## config.mk

```make
export PLATFORM = sky130hd
export DESIGN_NAME = smm_trap_ctl
export DESIGN_NICKNAME = d
export VERILOG_FILES = /design/src/rtl/smm_pkg.sv /design/src/rtl/smm_seq.sv /design/src/rtl/smm_slot.sv /design/src/rtl/smm_nmi.sv /design/src/rtl/smm_dbg_save.sv /design/src/rtl/smm_trap_ctl.sv
export SDC_FILE = /design/constraint.sdc
export NUM_CORES = 1
export LEC_CHECK = 0
export BUFFER_PORTS_ARGS = -buffer_cell sky130_fd_sc_hd__buf_2
export CAP_MARGIN = 0
export CORE_ASPECT_RATIO = 1.25
export CORE_UTILIZATION = 45
export CTS_BUF_LIST = sky130_fd_sc_hd__clkbuf_16
export DETAILED_ROUTE_END_ITERATION = 16
export PLACE_DENSITY = 0.84
export RECOVER_POWER = 25
export SYNTH_ARGS = -nofsm -noshare
export SYNTH_HDL_FRONTEND = slang
export SYNTH_SLANG_ARGS = --single-unit
```

## constraint.sdc

```tcl
create_clock -name clk -period 2.5 [get_ports clk]
set_clock_uncertainty 0.2 [all_clocks]
set_input_delay 0.375 -clock clk [delete_from_list [all_inputs] [get_ports clk]]
set_output_delay 0.375 -clock clk [all_outputs]
set_load 0.01 [all_outputs]
```

## src/rtl/smm_pkg.sv

```systemverilog
// Package: shared constants for the SMM trap-restart controller.
// Assumes a 16-bit restart slot; the replay key is the low byte all ones.
package smm_pkg;
    localparam int SLOT_W_DEF = 16;
    localparam int DBG_W_DEF  = 32;
    localparam logic [SLOT_W_DEF-1:0] REPLAY_KEY_DEF = 16'h00FF;
endpackage

```

## src/rtl/smm_seq.sv

```systemverilog
// Module: smm_seq
// Owns the SMM-active flag and the pending-replay flag and produces the
// entry and exit strobes used by the other submodules.
// Assumes smi_req is a level and rsm a single-cycle pulse.
module smm_seq (
    input  logic clk,
    input  logic rst_n,
    input  logic smi_req,
    input  logic rsm,
    input  logic replay_ack,
    input  logic slot_hit,
    output logic enter_p,
    output logic exit_p,
    output logic active,
    output logic replay_pend
);
    // Entry and exit strobes from the current state.
    always_comb begin
        enter_p = smi_req && !active;
        exit_p  = rsm && active;
    end

    // Active flag: set on entry, cleared on exit.
    always_ff @(posedge clk) begin
        if (!rst_n)       active <= 1'b0;
        else if (enter_p) active <= 1'b1;
        else if (exit_p)  active <= 1'b0;
    end

    // Replay flag: set by a qualifying exit, dropped by an acknowledge when no SMI is waiting.
    always_ff @(posedge clk) begin
        if (!rst_n)
            replay_pend <= 1'b0;
        else if (exit_p && slot_hit)
            replay_pend <= 1'b1;
        else if (replay_ack && !active && !smi_req)
            replay_pend <= 1'b0;
    end
endmodule

```

## src/rtl/smm_slot.sv

```systemverilog
// Module: smm_slot
// Holds the restart slot, the trapped-I/O valid bit and the undefined-write
// error flag, and reports whether the slot requests a replay.
// Assumes enter_p and the write strobe come from the same clock domain.
module smm_slot #(
    parameter int                SLOT_W     = 16,
    parameter logic [SLOT_W-1:0] REPLAY_KEY = 16'h00FF
) (
    input  logic              clk,
    input  logic              rst_n,
    input  logic              enter_p,
    input  logic              active,
    input  logic              nested,
    input  logic              io_trap_valid,
    input  logic              slot_wr,
    input  logic [SLOT_W-1:0] slot_wdata,
    output logic [SLOT_W-1:0] slot,
    output logic              io_valid,
    output logic              slot_err,
    output logic              slot_hit
);
    // Slot register: cleared on entry, loaded by handler writes while active.
    always_ff @(posedge clk) begin
        if (!rst_n)                 slot <= '0;
        else if (enter_p)           slot <= '0;
        else if (slot_wr && active) slot <= slot_wdata;
    end

    // Valid bit: captured on entry; forced clear for a nested entry.
    always_ff @(posedge clk) begin
        if (!rst_n)       io_valid <= 1'b0;
        else if (enter_p) io_valid <= io_trap_valid && !nested;
    end

    // Error flag: a write with no valid trap is undefined; cleared on entry.
    always_ff @(posedge clk) begin
        if (!rst_n)                              slot_err <= 1'b0;
        else if (enter_p)                        slot_err <= 1'b0;
        else if (slot_wr && active && !io_valid) slot_err <= 1'b1;
    end

    // Replay qualification seen by the sequencer at exit.
    always_comb slot_hit = (slot == REPLAY_KEY) && io_valid && !slot_err;
endmodule

```

## src/rtl/smm_nmi.sv

```systemverilog
// Module: smm_nmi
// Tracks NMI recognition outside and inside SMM and saves/restores it
// across the SMM boundary.
// Assumes nmi means an NMI is being taken in this cycle.
module smm_nmi (
    input  logic clk,
    input  logic rst_n,
    input  logic enter_p,
    input  logic exit_p,
    input  logic active,
    input  logic iret_done,
    input  logic nmi,
    output logic nmi_en
);
    logic saved_en;

    // Pre-entry copy of the enable.
    always_ff @(posedge clk) begin
        if (!rst_n)       saved_en <= 1'b1;
        else if (enter_p) saved_en <= nmi_en;
    end

    // Enable: closed at entry, opened by IRET inside, restored at exit.
    always_ff @(posedge clk) begin
        if (!rst_n)                  nmi_en <= 1'b1;
        else if (enter_p)            nmi_en <= 1'b0;
        else if (exit_p)             nmi_en <= saved_en;
        else if (active) begin
            if (iret_done)           nmi_en <= 1'b1;
        end
        else if (nmi && nmi_en)      nmi_en <= 1'b0;
        else if (iret_done)          nmi_en <= 1'b1;
    end
endmodule

```

## src/rtl/smm_dbg_save.sv

```systemverilog
// Module: smm_dbg_save
// Captures the debug control and status words at entry and strobes a
// restore request at exit.
// Assumes the core applies the saved words when it sees the strobe.
module smm_dbg_save #(
    parameter int DBG_W = 32
) (
    input  logic             clk,
    input  logic             rst_n,
    input  logic             enter_p,
    input  logic             exit_p,
    input  logic [DBG_W-1:0] ctl_in,
    input  logic [DBG_W-1:0] stat_in,
    output logic [DBG_W-1:0] ctl_save,
    output logic [DBG_W-1:0] stat_save,
    output logic             restore
);
    // Snapshot of both words on entry.
    always_ff @(posedge clk) begin
        if (!rst_n) begin
            ctl_save  <= '0;
            stat_save <= '0;
        end else if (enter_p) begin
            ctl_save  <= ctl_in;
            stat_save <= stat_in;
        end
    end

    // One-cycle restore strobe following the exit edge.
    always_ff @(posedge clk) begin
        if (!rst_n) restore <= 1'b0;
        else        restore <= exit_p;
    end
endmodule

```

## src/rtl/smm_trap_ctl.sv

```systemverilog
// Module: smm_trap_ctl (top)
// Ties together the SMM sequencer, restart slot, NMI tracker and debug
// snapshot. The replay request is visible only outside SMM.
// Assumes all inputs are synchronous to clk.
module smm_trap_ctl #(
    parameter int                SLOT_W     = smm_pkg::SLOT_W_DEF,
    parameter int                DBG_W      = smm_pkg::DBG_W_DEF,
    parameter logic [SLOT_W-1:0] REPLAY_KEY = smm_pkg::REPLAY_KEY_DEF
) (
    input  logic              clk,
    input  logic              rst_n,
    input  logic              smi_req,
    input  logic              io_trap_valid,
    input  logic              slot_wr,
    input  logic [SLOT_W-1:0] slot_wdata,
    input  logic              rsm,
    input  logic              iret_done,
    input  logic              nmi,
    input  logic              replay_ack,
    input  logic [DBG_W-1:0]  dbg_ctl_in,
    input  logic [DBG_W-1:0]  dbg_stat_in,
    output logic              smm_active,
    output logic [SLOT_W-1:0] restart_slot,
    output logic              io_valid,
    output logic              slot_err,
    output logic              reexec_req,
    output logic              nmi_en,
    output logic [DBG_W-1:0]  dbg_ctl_save,
    output logic [DBG_W-1:0]  dbg_stat_save,
    output logic              dbg_restore
);
    logic enter_p, exit_p, replay_pend, slot_hit;

    smm_seq u_seq (
        .clk(clk), .rst_n(rst_n), .smi_req(smi_req), .rsm(rsm),
        .replay_ack(replay_ack), .slot_hit(slot_hit),
        .enter_p(enter_p), .exit_p(exit_p),
        .active(smm_active), .replay_pend(replay_pend)
    );

    smm_slot #(.SLOT_W(SLOT_W), .REPLAY_KEY(REPLAY_KEY)) u_slot (
        .clk(clk), .rst_n(rst_n), .enter_p(enter_p), .active(smm_active),
        .nested(replay_pend), .io_trap_valid(io_trap_valid),
        .slot_wr(slot_wr), .slot_wdata(slot_wdata),
        .slot(restart_slot), .io_valid(io_valid),
        .slot_err(slot_err), .slot_hit(slot_hit)
    );

    smm_nmi u_nmi (
        .clk(clk), .rst_n(rst_n), .enter_p(enter_p), .exit_p(exit_p),
        .active(smm_active), .iret_done(iret_done), .nmi(nmi),
        .nmi_en(nmi_en)
    );

    smm_dbg_save #(.DBG_W(DBG_W)) u_dbg (
        .clk(clk), .rst_n(rst_n), .enter_p(enter_p), .exit_p(exit_p),
        .ctl_in(dbg_ctl_in), .stat_in(dbg_stat_in),
        .ctl_save(dbg_ctl_save), .stat_save(dbg_stat_save),
        .restore(dbg_restore)
    );

    // Replay request shown only while outside SMM.
    always_comb reexec_req = replay_pend && !smm_active;
endmodule

```

## Yosys cells after proc, flatten, opt, wreduce, memory -nomap -nowiden

Index checks and enable logic that the tools add are counted.

- Bits in writable memories: 0
- Memory bits (read-only): 0
- Bits in latches: 0
- Memories: 0
- Word-level logic and storage cells: 41
- Input bits: 89
- Output and inout port bits: 86
- Flip-flop bits (word level): 87

- Add/subtract/negate cells: 0
- Mux-type cells: 9
- Bitwise operators: 1
- Magnitude comparators: 0
- Reduce and logical (&&, ||, !) cells: 20
- Shift operators: 0
- Eq/ne operators: 1
- Div/mod/pow operators: 0
- $mul: 0

Operators with widths:

| operator | count |
|---|---|
| equality test 16 x 8 -> 1 bit, second input constant | 1 |
| logical AND 1 bit | 12 |
| two-way mux 1 bit | 9 |
| zero test 1 bit | 5 |
| nonzero test 2 bit | 2 |
| OR reduction 2 bit | 1 |
| inverter 1 bit | 1 |

## Logic depth before layout (Yosys ltp)

Gate-level depths: netlist of the first run.

- Depth after elaboration: 5
- Gate-level depth with buffers: 6
- Gate-level depth less buffers: 3

## Modules after synthesis

From an unflattened synthesis of the first run, not the netlist that was laid out.

- Cell total of the unflattened synthesis: 313
- Area total of the unflattened synthesis: 3,394.5 µm²

By module, submodules not included:

| module | instances | area each (µm²) | cells each | seq. area each (µm²) |
|---|---|---|---|---|
| smm_dbg_save | 1 | 2,511.2 | 208 | 1,301.2 |
| smm_slot | 1 | 684.4 | 86 | 360.3 |
| smm_nmi | 1 | 96.3 | 9 | 40.0 |
| smm_seq | 1 | 88.8 | 9 | 40.0 |
| smm_trap_ctl | 1 | 13.8 | 1 | 0.0 |

## Worst setup path after synthesis of the first run

Ideal clock, no wire load.

- Path kind: reg-to-reg
- Start point: reg u_seq.active
- End point: reg u_dbg.ctl_save[27]
- Period minus slack after synthesis: 1.574 ns
- Buffers on the path: 3
- Data required time: 2.183 ns
- Library setup time: 0.117 ns
- Arrival time: 1.257 ns
- Cell stages (with the launch flop): 7
- Setup slack: 0.926 ns
- Path through: dfxtp_1 buf_2 nand2b_4 and2_4 buf_6 buf_6 a22o_1

- Longest elaborated chain between the ends: 2

RTL lines:

| element | line | RTL |
|---|---|---|
| start, declared | smm_seq.sv:14 | `output logic active,` |
| start signal, assigned | smm_seq.sv:25 | `if (!rst_n) active <= 1'b0;` |
| start signal, assigned | smm_seq.sv:26 | `else if (enter_p) active <= 1'b1;` |
| start signal, assigned | smm_seq.sv:27 | `else if (exit_p) active <= 1'b0;` |
| zero test 1 bit | smm_seq.sv:19 | `enter_p = smi_req && !active;` |
| logical AND 1 bit | smm_seq.sv:19 |  |
| end signal, assigned | smm_dbg_save.sv:24 | `ctl_save <= ctl_in;` |
| end, declared | smm_dbg_save.sv:14 | `output logic [DBG_W-1:0] ctl_save,` |

Every way passes these cells.
A chain may end at the register's enable or synchronous reset.

## Worst setup path in the final report of the first run

- Start point: reg u_seq.active
- End point: reg u_dbg.stat_save[20]

- Longest elaborated chain between the ends: 2

RTL lines:

| element | line | RTL |
|---|---|---|
| zero test 1 bit | smm_seq.sv:19 |  |
| logical AND 1 bit | smm_seq.sv:19 |  |
| end signal, assigned | smm_dbg_save.sv:25 | `stat_save <= stat_in;` |
| end, declared | smm_dbg_save.sv:15 | `output logic [DBG_W-1:0] stat_save,` |

Every way passes these cells.

==> impl_metrics.csv, run 1 <==
group,metric,value,unit
run_status,status,"complete, no violations",
detailed_routing,wl_met2,3.275,mm
yosys,seq_area_frac_synth,0.6170,
global_route,grt_pass1_vias,2373,
setup_path,path_class,"reg -> reg",
cts,htree_levels,3,
global_route,grt_usage,0.1989,
cts,clkTransAtPathRegs,0.07,ns
global_route,grt_first_pass_wirelength,10.29,mm
detailed_routing,antenna_left,0,
detailed_routing,wl,6.593,mm
yosys,synth_compound_area_frac,0.2518,
sta,rsz0062_at_grt,"false",
sta,setup_viol,0,
die,core_region_area,0.005934,mm2
cts,ctsHoldBuffers,0,
yosys,synthTopCellsByArea,"dfxtp_1, a22o_1, nand2_1",
power,internal-power,2395,uW
placement,dp_hpwl,4.539,mm
detailed_routing,wl_met3,463,um
cts,clk_path_buf_depth,2,
yosys,syn_avg_cell_area,11.38,um2
sta,min_period_over_period,0.7470,
yosys,ys_ff_latch,87,
flow_run,maxCapViolations,0,
sta,fin_crit,1.867,ns
setup_path,arrival,1.93,ns
yosys,synth_top_area_frac,0.6170,
layout,layout-area-overhead-vs-synth,39.80,%
detailed_routing,drc,0,
power,irDropWorstVdd,494.4,uV
setup_path,crit_slowest_cell,"and2_4",
die,placementRows,31,
die,die_w,72.84,um
power,clkPwrFrac,0.416,
sta,max_freq,0.5355,GHz
power,swShare,0.2360,
sta,slew_headroom,0.5440,
yosys,synth.distinct_cells,27,
min_path,hp-class,"in -> reg",
power,p_leak,0.001850,uW
global_route,grt_max_degree,67,
detailed_routing,met1_length,2.762,mm
layout,final_nets,504,
yosys,synth_mux_area_frac,0,
global_route,grt_overflow_total,0,
sta,worst_slew_pin_slew,0.6839,ns
yosys,synthAdderAreaFrac,0,
yosys,yosys.area_share.simple,0.08289,
setup_path,cp-start-kind,"flip-flop",
die,fp.dieArea,0.006596,mm2
die,start_util,0.4756,
cts,post_cts_buffers,0,
setup_path,cpPeakStageDelay,0.57,ns
sta,slew_viol_final,0,
power,power.switching,739.6,uW
detailed_routing,vias,2499,
sta,hold_viol_final,0,
layout,layout-drive-gt1-share,0.3667,
yosys,syn_nets,337,
yosys,syn_inst,248,
cts,cts-root-buf,"clkbuf_16",
detailed_routing,first_pass_iters,4,
power,p_seq_frac,0.482,
die,die_h,90.55,um
layout,antenna_cells,0,
cts,cts_sinks,87,
yosys,synth_xor_xnor_area_share,0,
detailed_routing,via_per_inst,4.978,
sta,setup_tns,0,ns
placement,io_buffers,174,
yosys,ys.warnings.count,0,
setup_path,cp_cell_sequence,"nand2b_4 -> and2_4 -> a22o_1",
cts,cts_inserted_buffers,9,
setup_path,path_max_fanout,66,
yosys,synth_top_family_by_area,"compound AO/OA/AOI/OAI gates",
die,boundaryPins,175,
power,pwr-share-comb,0.102,
detailed_routing,highest_layer,"met4",
setup_path,path_buf_inv,0,
detailed_routing,avgRoutedWirePerCell,13.13,um
layout,utilization,0.6650,
yosys,syn_area,0.002823,mm2
cts,cts.repair.resized,0,
yosys,synth_top_area_cell,"dfxtp_1",
setup_path,crit_family,"simple AND/OR/NAND/NOR gates",
setup_path,worst_setup_path_end_kind,"flip-flop",
setup_path,critical_path_required,2.56,ns
global_route,antenna_found_initial,0,
cts,tritoncts,"built",
cts,clkLatencyLatePin,0.32,ns
placement,gp_congestion,0.7809,
power,powerDensity,794.2,mW/mm2
detailed_routing,initialDrtViolationCount,84,
==> cell usage after synthesis <==
cell	number
nor2_2	1
a21oi_1	18
nand2b_4	1
a32o_1	1
nor3b_1	1
nand3_1	1
buf_6	5
nor2_1	3
a22o_1	64
o32ai_1	1
nand2_1	34
clkbuf_1	5
and2_4	1
nand4_1	1
nor4_1	1
o21ai_0	2
and4b_1	2
and2_1	1
o21a_1	1
buf_4	2
buf_2	7
nor4b_1	1
inv_1	3
a2bb2oi_1	2
a31oi_1	1
dfxtp_1	87
and3_1	1
==> logic make-up after synthesis <==
| logic type | count (synthesis) |
|---|---|
| DFF | 87 |
| AOI/OAI and AO/OA | 90 |
| and+or+nand+nor | 49 |
| buffers and inverters | 22 |
==> power groups by stage <==
stage / Sequential [uW] / Clock [uW] / Combinational [uW]
floorplan: 1570 / 0 / 140
finish: 1510 / 1300 / 320
global route: 1520 / 1390 / 352
CTS: 1510 / 1340 / 335
global placement: 1540 / 0 / 327
detailed placement: 1540 / 0 / 333
==> layout by cell type, fill, tap and decap left out, types with 2 or more instances in the layout <==
master / netlist / layout
a21oi_1: 18 / 18
nand2_1: 34 / 34
inv_1: 3 / 4
o21ai_0: 2 / 2
nor2_1: 3 / 3
clkbuf_16: 0 / 9
dfxtp_1: 87 / 87
buf_2: 7 / 135
and4b_1: 2 / 2
a22o_1: 64 / 64
clkbuf_1: 5 / 39
a2bb2oi_1: 2 / 2
clkinvlp_4: 0 / 3
==> final cells by class <==
type / count / area (um2)
repair buffers: 175 / 842.1
multi-input cells: 139 / 949.7
clock inverters: 7 / 73.82
flip-flops and latches: 87 / 1742
fillers: 490 / 1988
well taps: 82 / 102.6
clock buffers: 9 / 225.2
inverters: 3 / 11.26
==> state kept, by name (all words and copies together) (netlist names) <==
name / count
u_dbg.ctl_save: 32
u_dbg.restore: 1
u_dbg.stat_save: 32
u_nmi.nmi_en: 1
u_nmi.saved_en: 1
u_seq.active: 1
u_seq.replay_pend: 1
u_slot.io_valid: 1
u_slot.slot: 16
u_slot.slot_err: 1
==> metrics by stage <==
step	instance area, um2	hold slack [ns]	std cells	power [uW]	setup WS, ns
floorplan	2823	0.2512	248	1713	0.9261
global placement	3696	0.2530	486	1864	0.7254
detailed placement	3696	0.2586	486	1872	0.6504
CTS	3995	0.04417	502	3183	0.6461
global route	3946	0.04816	502	3260	0.5158
finish	3946	0.05315	502	3134	0.6326
==> final timing paths <==
path / startpoint / endpoint / slack, ns / cells after the start
worst max register to register: u_seq.active / u_dbg.stat_save[20] / 0.63 / 3
worst min register to register: u_slot.slot[3] / u_slot.slot[3] / 0.27 / 2
worst max-delay path: u_seq.active / u_dbg.stat_save[20] / 0.63 / 3
worst min-delay path: dbg_ctl_in[23] / u_dbg.ctl_save[23] / 0.05 / 2
==> layer usage <==
metal  up-vias  global-route usage
met5         -                   0
met4         0             0.08987
met3         9             0.05246
met2       109              0.3528
met1      1135              0.2159
li1       1246                   -
Power figures use the tool's default switching activity.
==> inputs of run 2 (changes only) <==
--- a/config.mk
+++ b/config.mk
@@ -5,13 +5,14 @@
 export SDC_FILE = /design/constraint.sdc
 export NUM_CORES = 1
 export LEC_CHECK = 0
+export ABC_AREA = 1
 export BUFFER_PORTS_ARGS = -buffer_cell sky130_fd_sc_hd__buf_2
 export CAP_MARGIN = 0
 export CORE_ASPECT_RATIO = 1.25
-export CORE_UTILIZATION = 45
+export CORE_UTILIZATION = 38
 export CTS_BUF_LIST = sky130_fd_sc_hd__clkbuf_16
 export DETAILED_ROUTE_END_ITERATION = 16
-export PLACE_DENSITY = 0.84
+export PLACE_DENSITY = 0.75
 export RECOVER_POWER = 25
 export SYNTH_ARGS = -nofsm -noshare
 export SYNTH_HDL_FRONTEND = slang
==> constraint.sdc (replaced) <==
create_clock -name clk -period 1.7 [get_ports clk]
set_clock_uncertainty 0.2 [all_clocks]
set_input_delay 0.255 -clock clk [delete_from_list [all_inputs] [get_ports clk]]
set_output_delay 0.255 -clock clk [all_outputs]
set_load 0.01 [all_outputs]
==> run 2 against run 1 <==
  * First-iteration DRC count increased by 45%
  * Clock power is 75% higher
  * Die area grew 20%
  * Largest power group is now clock
  * Global-route usage up 2.4 points
  * Setup slack got worse by 0.54 ns
  * Design area grew 24%
  * Synthesized cell count grew 8.1%
  * Critical endpoint is now u_dbg.ctl_save[7]
==> impl_metrics.csv, run 2 <==
group,metric,value,unit
run_status,status,"complete, no violations",
global_route,grt_pass1_vias,3089,
global_route,grt_usage,0.2230,
detailed_routing,vias,3004,
yosys,yosys.area_share.simple,0.09178,
detailed_routing,wl_met2,4.494,mm
layout,final-seq-area,0.001742,mm2
die,core_region_area,0.007357,mm2
layout,finalInstanceArea,0.004912,mm2
yosys,synth-edff-count,0,
layout,nFillCells,567,
yosys,synth_xor_xnor_area_share,0,
flow_run,maxCapViolations,0,
global_route,grt_overflow_total,0,
layout,layout-area-overhead-vs-synth,70.77,%
cts,clkLatencyLatePin,0.32,ns
setup_path,path_max_fanout,43,
yosys,synth_top_area_cell,"dfxtp_1",
die,die_h,99.28,um
detailed_routing,via_per_inst,4.853,
yosys,synth_top_family_by_area,"compound AO/OA/AOI/OAI gates",
detailed_routing,initialDrtViolationCount,122,
yosys,synthArstFlopShare,0,
detailed_routing,met1_length,3.289,mm
sta,min_period_over_period,0.9444,
power,powerDensity,1049,mW/mm2
sta,setup_viol,0,
detailed_routing,avgRoutedWirePerCell,14.31,um
layout,layout_commonest_cell,"buf_2",
yosys,ys_ff_latch,87,
die,die_w,79.82,um
sta,setup_tns,0,ns
sta,rsz0062_at_grt,"false",
setup_path,arrival,1.67,ns
die,start_util,0.3910,
detailed_routing,first_pass_iters,4,
sta,fin_crit,1.606,ns
detailed_routing,antenna_left,0,
yosys,synthTopCellsByArea,"dfxtp_1, a22o_1, nand2_1",
setup_path,cpMostUsedCell,"nor2_4",
sta,worst_slew_pin_slew,0.4418,ns
detailed_routing,wl,8.857,mm
yosys,synth.distinct_cells,18,
sta,hold_viol_final,0,
global_route,grt_max_degree,44,
min_path,hp-class,"in -> reg",
yosys,synth_top_area_frac,0.6055,
placement,dp_hpwl,5.227,mm
yosys,ys.warnings.count,0,
placement,gp_congestion,0.9213,
cts,tritoncts,"built",
setup_path,critical_path_required,1.77,ns
sta,slew_headroom,0.7055,
die,fp.dieArea,0.007924,mm2
layout,final_nets,611,
setup_path,cp-start-kind,"flip-flop",
sta,max_freq,0.6229,GHz
yosys,syn_nets,357,
power,p_leak,0.002298,uW
detailed_routing,wl_met3,732,um
setup_path,path_class,"reg -> reg",
placement,io_buffers,174,
cts,htree_levels,3,
layout,layout-drive-gt1-share,0.3055,
yosys,seq_area_frac_synth,0.6055,
yosys,synth_compound_area_frac,0.2353,
detailed_routing,highest_layer,"met4",
setup_path,cpPeakStageDelay,0.49,ns
cts,cts-root-buf,"clkbuf_16",
sta,slew_viol_final,0,
sta,hold_ws,0.01145,ns
layout,utilization,0.6677,
setup_path,crit_slowest_cell,"dfxtp_1",
setup_path,cp_cell_sequence,"nor2_4 -> nor2_4 -> buf_4 -> a22o_1",
yosys,syn_area,0.002877,mm2
global_route,grt_first_pass_wirelength,13.66,mm
yosys,synth-main-ff-cell,"dfxtp_1",
yosys,synthAdderAreaFrac,0,
die,boundaryPins,175,
yosys,syn_inst,268,
yosys,syn_avg_cell_area,10.73,um2
cts,cts_sinks,87,
layout,top_regs,"u_dbg.ctl_save (32), u_dbg.stat_save (32), u_slot.slot (16)",
placement,placed_area,0.003801,mm2
layout,antenna_cells,0,
cts,clk_path_buf_depth,2,
die,placementRows,35,
yosys,yosysMostFrequentCell,"dfxtp_1",
layout,multiInputGateArea,945.9,um2
setup_path,worst_setup_path_end_kind,"flip-flop",
yosys,synth_mux_area_frac,0,
cts,cts_inserted_buffers,9,
global_route,antenna_found_initial,0,
detailed_routing,drc,0,
layout,final_cell_mix,"buf_2, dfxtp_1, dlygate4sd3_1",
power,irDropWorstVdd,766.9,uV
yosys,synth_common_cells,"dfxtp_1, a22o_1, nand2_1",
cts,clkTransAtPathRegs,0.06,ns
[run 2: kinds of logic after synthesis]
group                  after synthesis
buffers and inverters               31
flip-flops                          87
AO/OA/AOI/OAI                       87
AND/OR/NAND/NOR                     63
[run 2: per-stage QoR]
step / total power (uW) / setup slack (ns) / cells
global placement: 2774 / 0.1725 / 522
detailed placement: 2785 / 0.1210 / 522
finish: 5153 / 0.09448 / 619
global route: 5365 / 0.01565 / 619
CTS: 5223 / 0.1094 / 619
floorplan: 2534 / 0.2724 / 268
[run 2: layout make-up]
type,count,area share
multi-input combinational,150,0.1926
clock inverter,7,0.02573
clock buffer,9,0.04585
timing repair buffer,260,0.3472
tap,92,0.02343
sequential,87,0.3546
inverter,14,0.01070
[run 2: critical path: cells and delay by family (launching register included)]
kind | cells | cell delay (ns)
flops | 1 | 0.49
buf+inv | 1 | 0.40
compound gates | 1 | 0.23
simple gates | 2 | 0.21
[run 2: metal layers]
metal / up-vias / global-route usage
met5: - / 0
met4: 0 / 0.1236
met3: 31 / 0.06881
met2: 153 / 0.4122
met1: 1362 / 0.2151
li1: 1458 / -
[run 2: worst paths after layout]
check,startpoint,endpoint,slack [ns],cells after the start
hold reg to reg,u_nmi.saved_en,u_nmi.saved_en,0.27,2
setup reg to reg,u_seq.active,u_dbg.ctl_save[7],0.09,4
hold / removal,slot_wdata[10],u_slot.slot[10],0.01,3
setup / recovery,u_seq.active,u_dbg.ctl_save[7],0.09,4
[run 2: report_power, final]
part | leakage (uW) | total [uW] | switching (uW) | internal, uW
registers | 0.000713 | 2230 | 69.0 | 2160
clock network | 0.000169 | 2270 | 811 | 1460
logic | 0.00142 | 660 | 300 | 360
[run 2: timing repair]
item / 4_1_cts / 5_1_grt
endpoints found under the hold margin: 81 / 0
buffers inserted: 0 / 0
hold buffers: 81 / 0
resized for setup: 0 / 0
==> inputs of run 3 (changes only) <==
--- a/config.mk
+++ b/config.mk
@@ -8,11 +8,13 @@
 export ABC_AREA = 1
 export BUFFER_PORTS_ARGS = -buffer_cell sky130_fd_sc_hd__buf_2
 export CAP_MARGIN = 0
+export CELL_PAD_IN_SITES_DETAIL_PLACEMENT = 1
+export CELL_PAD_IN_SITES_GLOBAL_PLACEMENT = 2
 export CORE_ASPECT_RATIO = 1.25
-export CORE_UTILIZATION = 38
+export CORE_UTILIZATION = 21
 export CTS_BUF_LIST = sky130_fd_sc_hd__clkbuf_16
 export DETAILED_ROUTE_END_ITERATION = 16
-export PLACE_DENSITY = 0.75
+export PLACE_DENSITY = 0.84
 export RECOVER_POWER = 25
 export SYNTH_ARGS = -nofsm -noshare
 export SYNTH_HDL_FRONTEND = slang
==> run 3 against run 2 <==
  * Via count increased by 0.70%
  * Routed wire length increased by 18%
  * Non-clock buffer count increased by 3
  * Sequential power about the same
  * Critical path depth decreased by 1
  * Final cell count increased by 13%
  * Design area increased by 1.6%
  * Utilization decreased by 29 points
  * First-iteration DRC count decreased by 25%
  * Combinational power increased by 3.6%
==> impl_metrics.csv, run 3 (same netlist as run 2, synthesis figures left out) <==
group,metric,value,unit
cts,clkTransAtPathRegs,0.06,ns
layout,layout-drive-gt1-share,0.3038,
layout,multiInputGateArea,945.9,um2
sta,setup_viol,0,
setup_path,path_max_fanout,5,
die,placementRows,47,
layout,antenna_cells,0,
min_path,hp-class,"in -> reg",
cts,clk_path_buf_depth,2,
layout,finalInstanceArea,0.004991,mm2
power,irDropWorstVdd,529.1,uV
cts,clkLatencyLatePin,0.33,ns
detailed_routing,wl,10.45,mm
global_route,grt_usage,0.1501,
setup_path,arrival,1.14,ns
setup_path,worst_setup_path_end_kind,"output pin",
placement,gp_congestion,0.6981,
detailed_routing,antenna_left,0,
global_route,grt_overflow_total,0,
global_route,antenna_found_initial,0,
die,start_util,0.2164,
die,die_w,106.7,um
cts,htree_levels,3,
cts,cts-root-buf,"clkbuf_16",
layout,final_cell_mix,"buf_2, dfxtp_1, dlygate4sd3_1",
die,fp.dieArea,0.01417,mm2
cts,post_cts_buffers,0,
layout,final_nets,614,
layout,nFillCells,1578,
global_route,grt_pass1_vias,3356,
setup_path,critical_path_required,1.24,ns
die,core_region_area,0.01329,mm2
sta,max_freq,0.6284,GHz
sta,fin_crit,1.591,ns
sta,slew_viol_final,0,
sta,setup_tns,0,ns
power,powerDensity,986.4,mW/mm2
die,die_h,132.9,um
flow_run,maxCapViolations,0,
detailed_routing,drc,0,
sta,slew_headroom,0.7902,
layout,layout_commonest_cell,"buf_2",
layout,utilization,0.3755,
detailed_routing,avgRoutedWirePerCell,14.90,um
cts,cts_sinks,87,
detailed_routing,via_per_inst,4.315,
placement,dp_hpwl,6.413,mm
layout,final-seq-area,0.001742,mm2
placement,pre_cts_slack,0.2172,ns
layout,layout-area-overhead-vs-synth,73.51,%
sta,hold_viol_final,0,
detailed_routing,first_pass_iters,4,
sta,worst_slew_pin_slew,0.3147,ns
layout,top_regs,"u_dbg.ctl_save (32), u_dbg.stat_save (32), u_slot.slot (16)",
placement,io_buffers,174,
run_status,status,"complete, no violations",
setup_path,path_class,"reg -> out",
placement,placed_area,0.003908,mm2
sta,min_period_over_period,0.9361,
setup_path,cp-start-kind,"flip-flop",
detailed_routing,vias,3025,
power,p_leak,0.002289,uW
detailed_routing,initialDrtViolationCount,92,
global_route,grt_max_degree,66,
sta,worst_slack,0.1086,ns
sta,rsz0062_at_grt,"false",
cts,tritoncts,"built",
global_route,grt_first_pass_wirelength,16.60,mm
cts,cts_inserted_buffers,9,
die,boundaryPins,175,
[run 3: cell types whose count changed in the layout (fill, tap and decap cells not counted), sizes merged]
cell and change:
bufinv -2, dlygate4sd3 +2, buf +1, clkinv +1, inv +1
[run 3: area by class of cell]
cell class | instances | share of cell area
Sequential cell | 87 | 0.3490
Timing Repair Buffer | 263 | 0.3472
Multi-Input combinational cell | 150 | 0.1895
Clock buffer | 9 | 0.04512
Tap cell | 171 | 0.04287
Clock inverter | 7 | 0.01579
Inverter | 14 | 0.01053
[run 3: path summary, 6_finish.rpt]
| path | slack [ns] | start | depth (start not counted) | to |
|---|---|---|---|---|
| worst max-delay path | 0.11 | u_seq.active | 3 | reexec_req |
| worst min register to register | 0.26 | u_nmi.saved_en | 2 | u_nmi.saved_en |
| worst max register to register | 0.26 | u_seq.active | 4 | u_dbg.stat_save[8] |
| worst min-delay path | 0.02 | rsm | 3 | u_dbg.restore |
[run 3: routing by layer]
layer | vias to the layer above | part of all wire | track usage
met5 | - | 0 | 0
met3 | 27 | 0.066 | 0.04236
met1 | 1411 | 0.39 | 0.1572
li1 | 1458 | - | -
met2 | 129 | 0.51 | 0.2685
met4 | 0 | 0.032 | 0.07991
[run 3: metrics by stage]
stage,power [uW],hold WS [ns],instances
global placement,2791,0.2423,602
floorplan,2534,0.1240,268
finish,4923,0.02427,701
detailed placement,2810,0.2461,602
global route,5177,0.03984,701
CTS,5022,0.009966,701
[run 3: where the power goes]
part | total [uW] | internal [uW] | switching, uW
logic | 684 | 366 | 318
registers | 2220 | 2160 | 68.8
clock network | 2010 | 1160 | 855
total | 4920 | 3680 | 1240
[run 3: timing repair]
item / CTS / global route
hold buffers: 83 / 0
endpoints found under the hold margin: 83 / 0
resized for setup: 0 / 0
[run 3: worst max-delay path, cell delays in order, from the launching register on]
cell	delay, ns
dfxtp_1	0.36
buf_4	0.18
nor2_1	0.12
buf_2	0.15
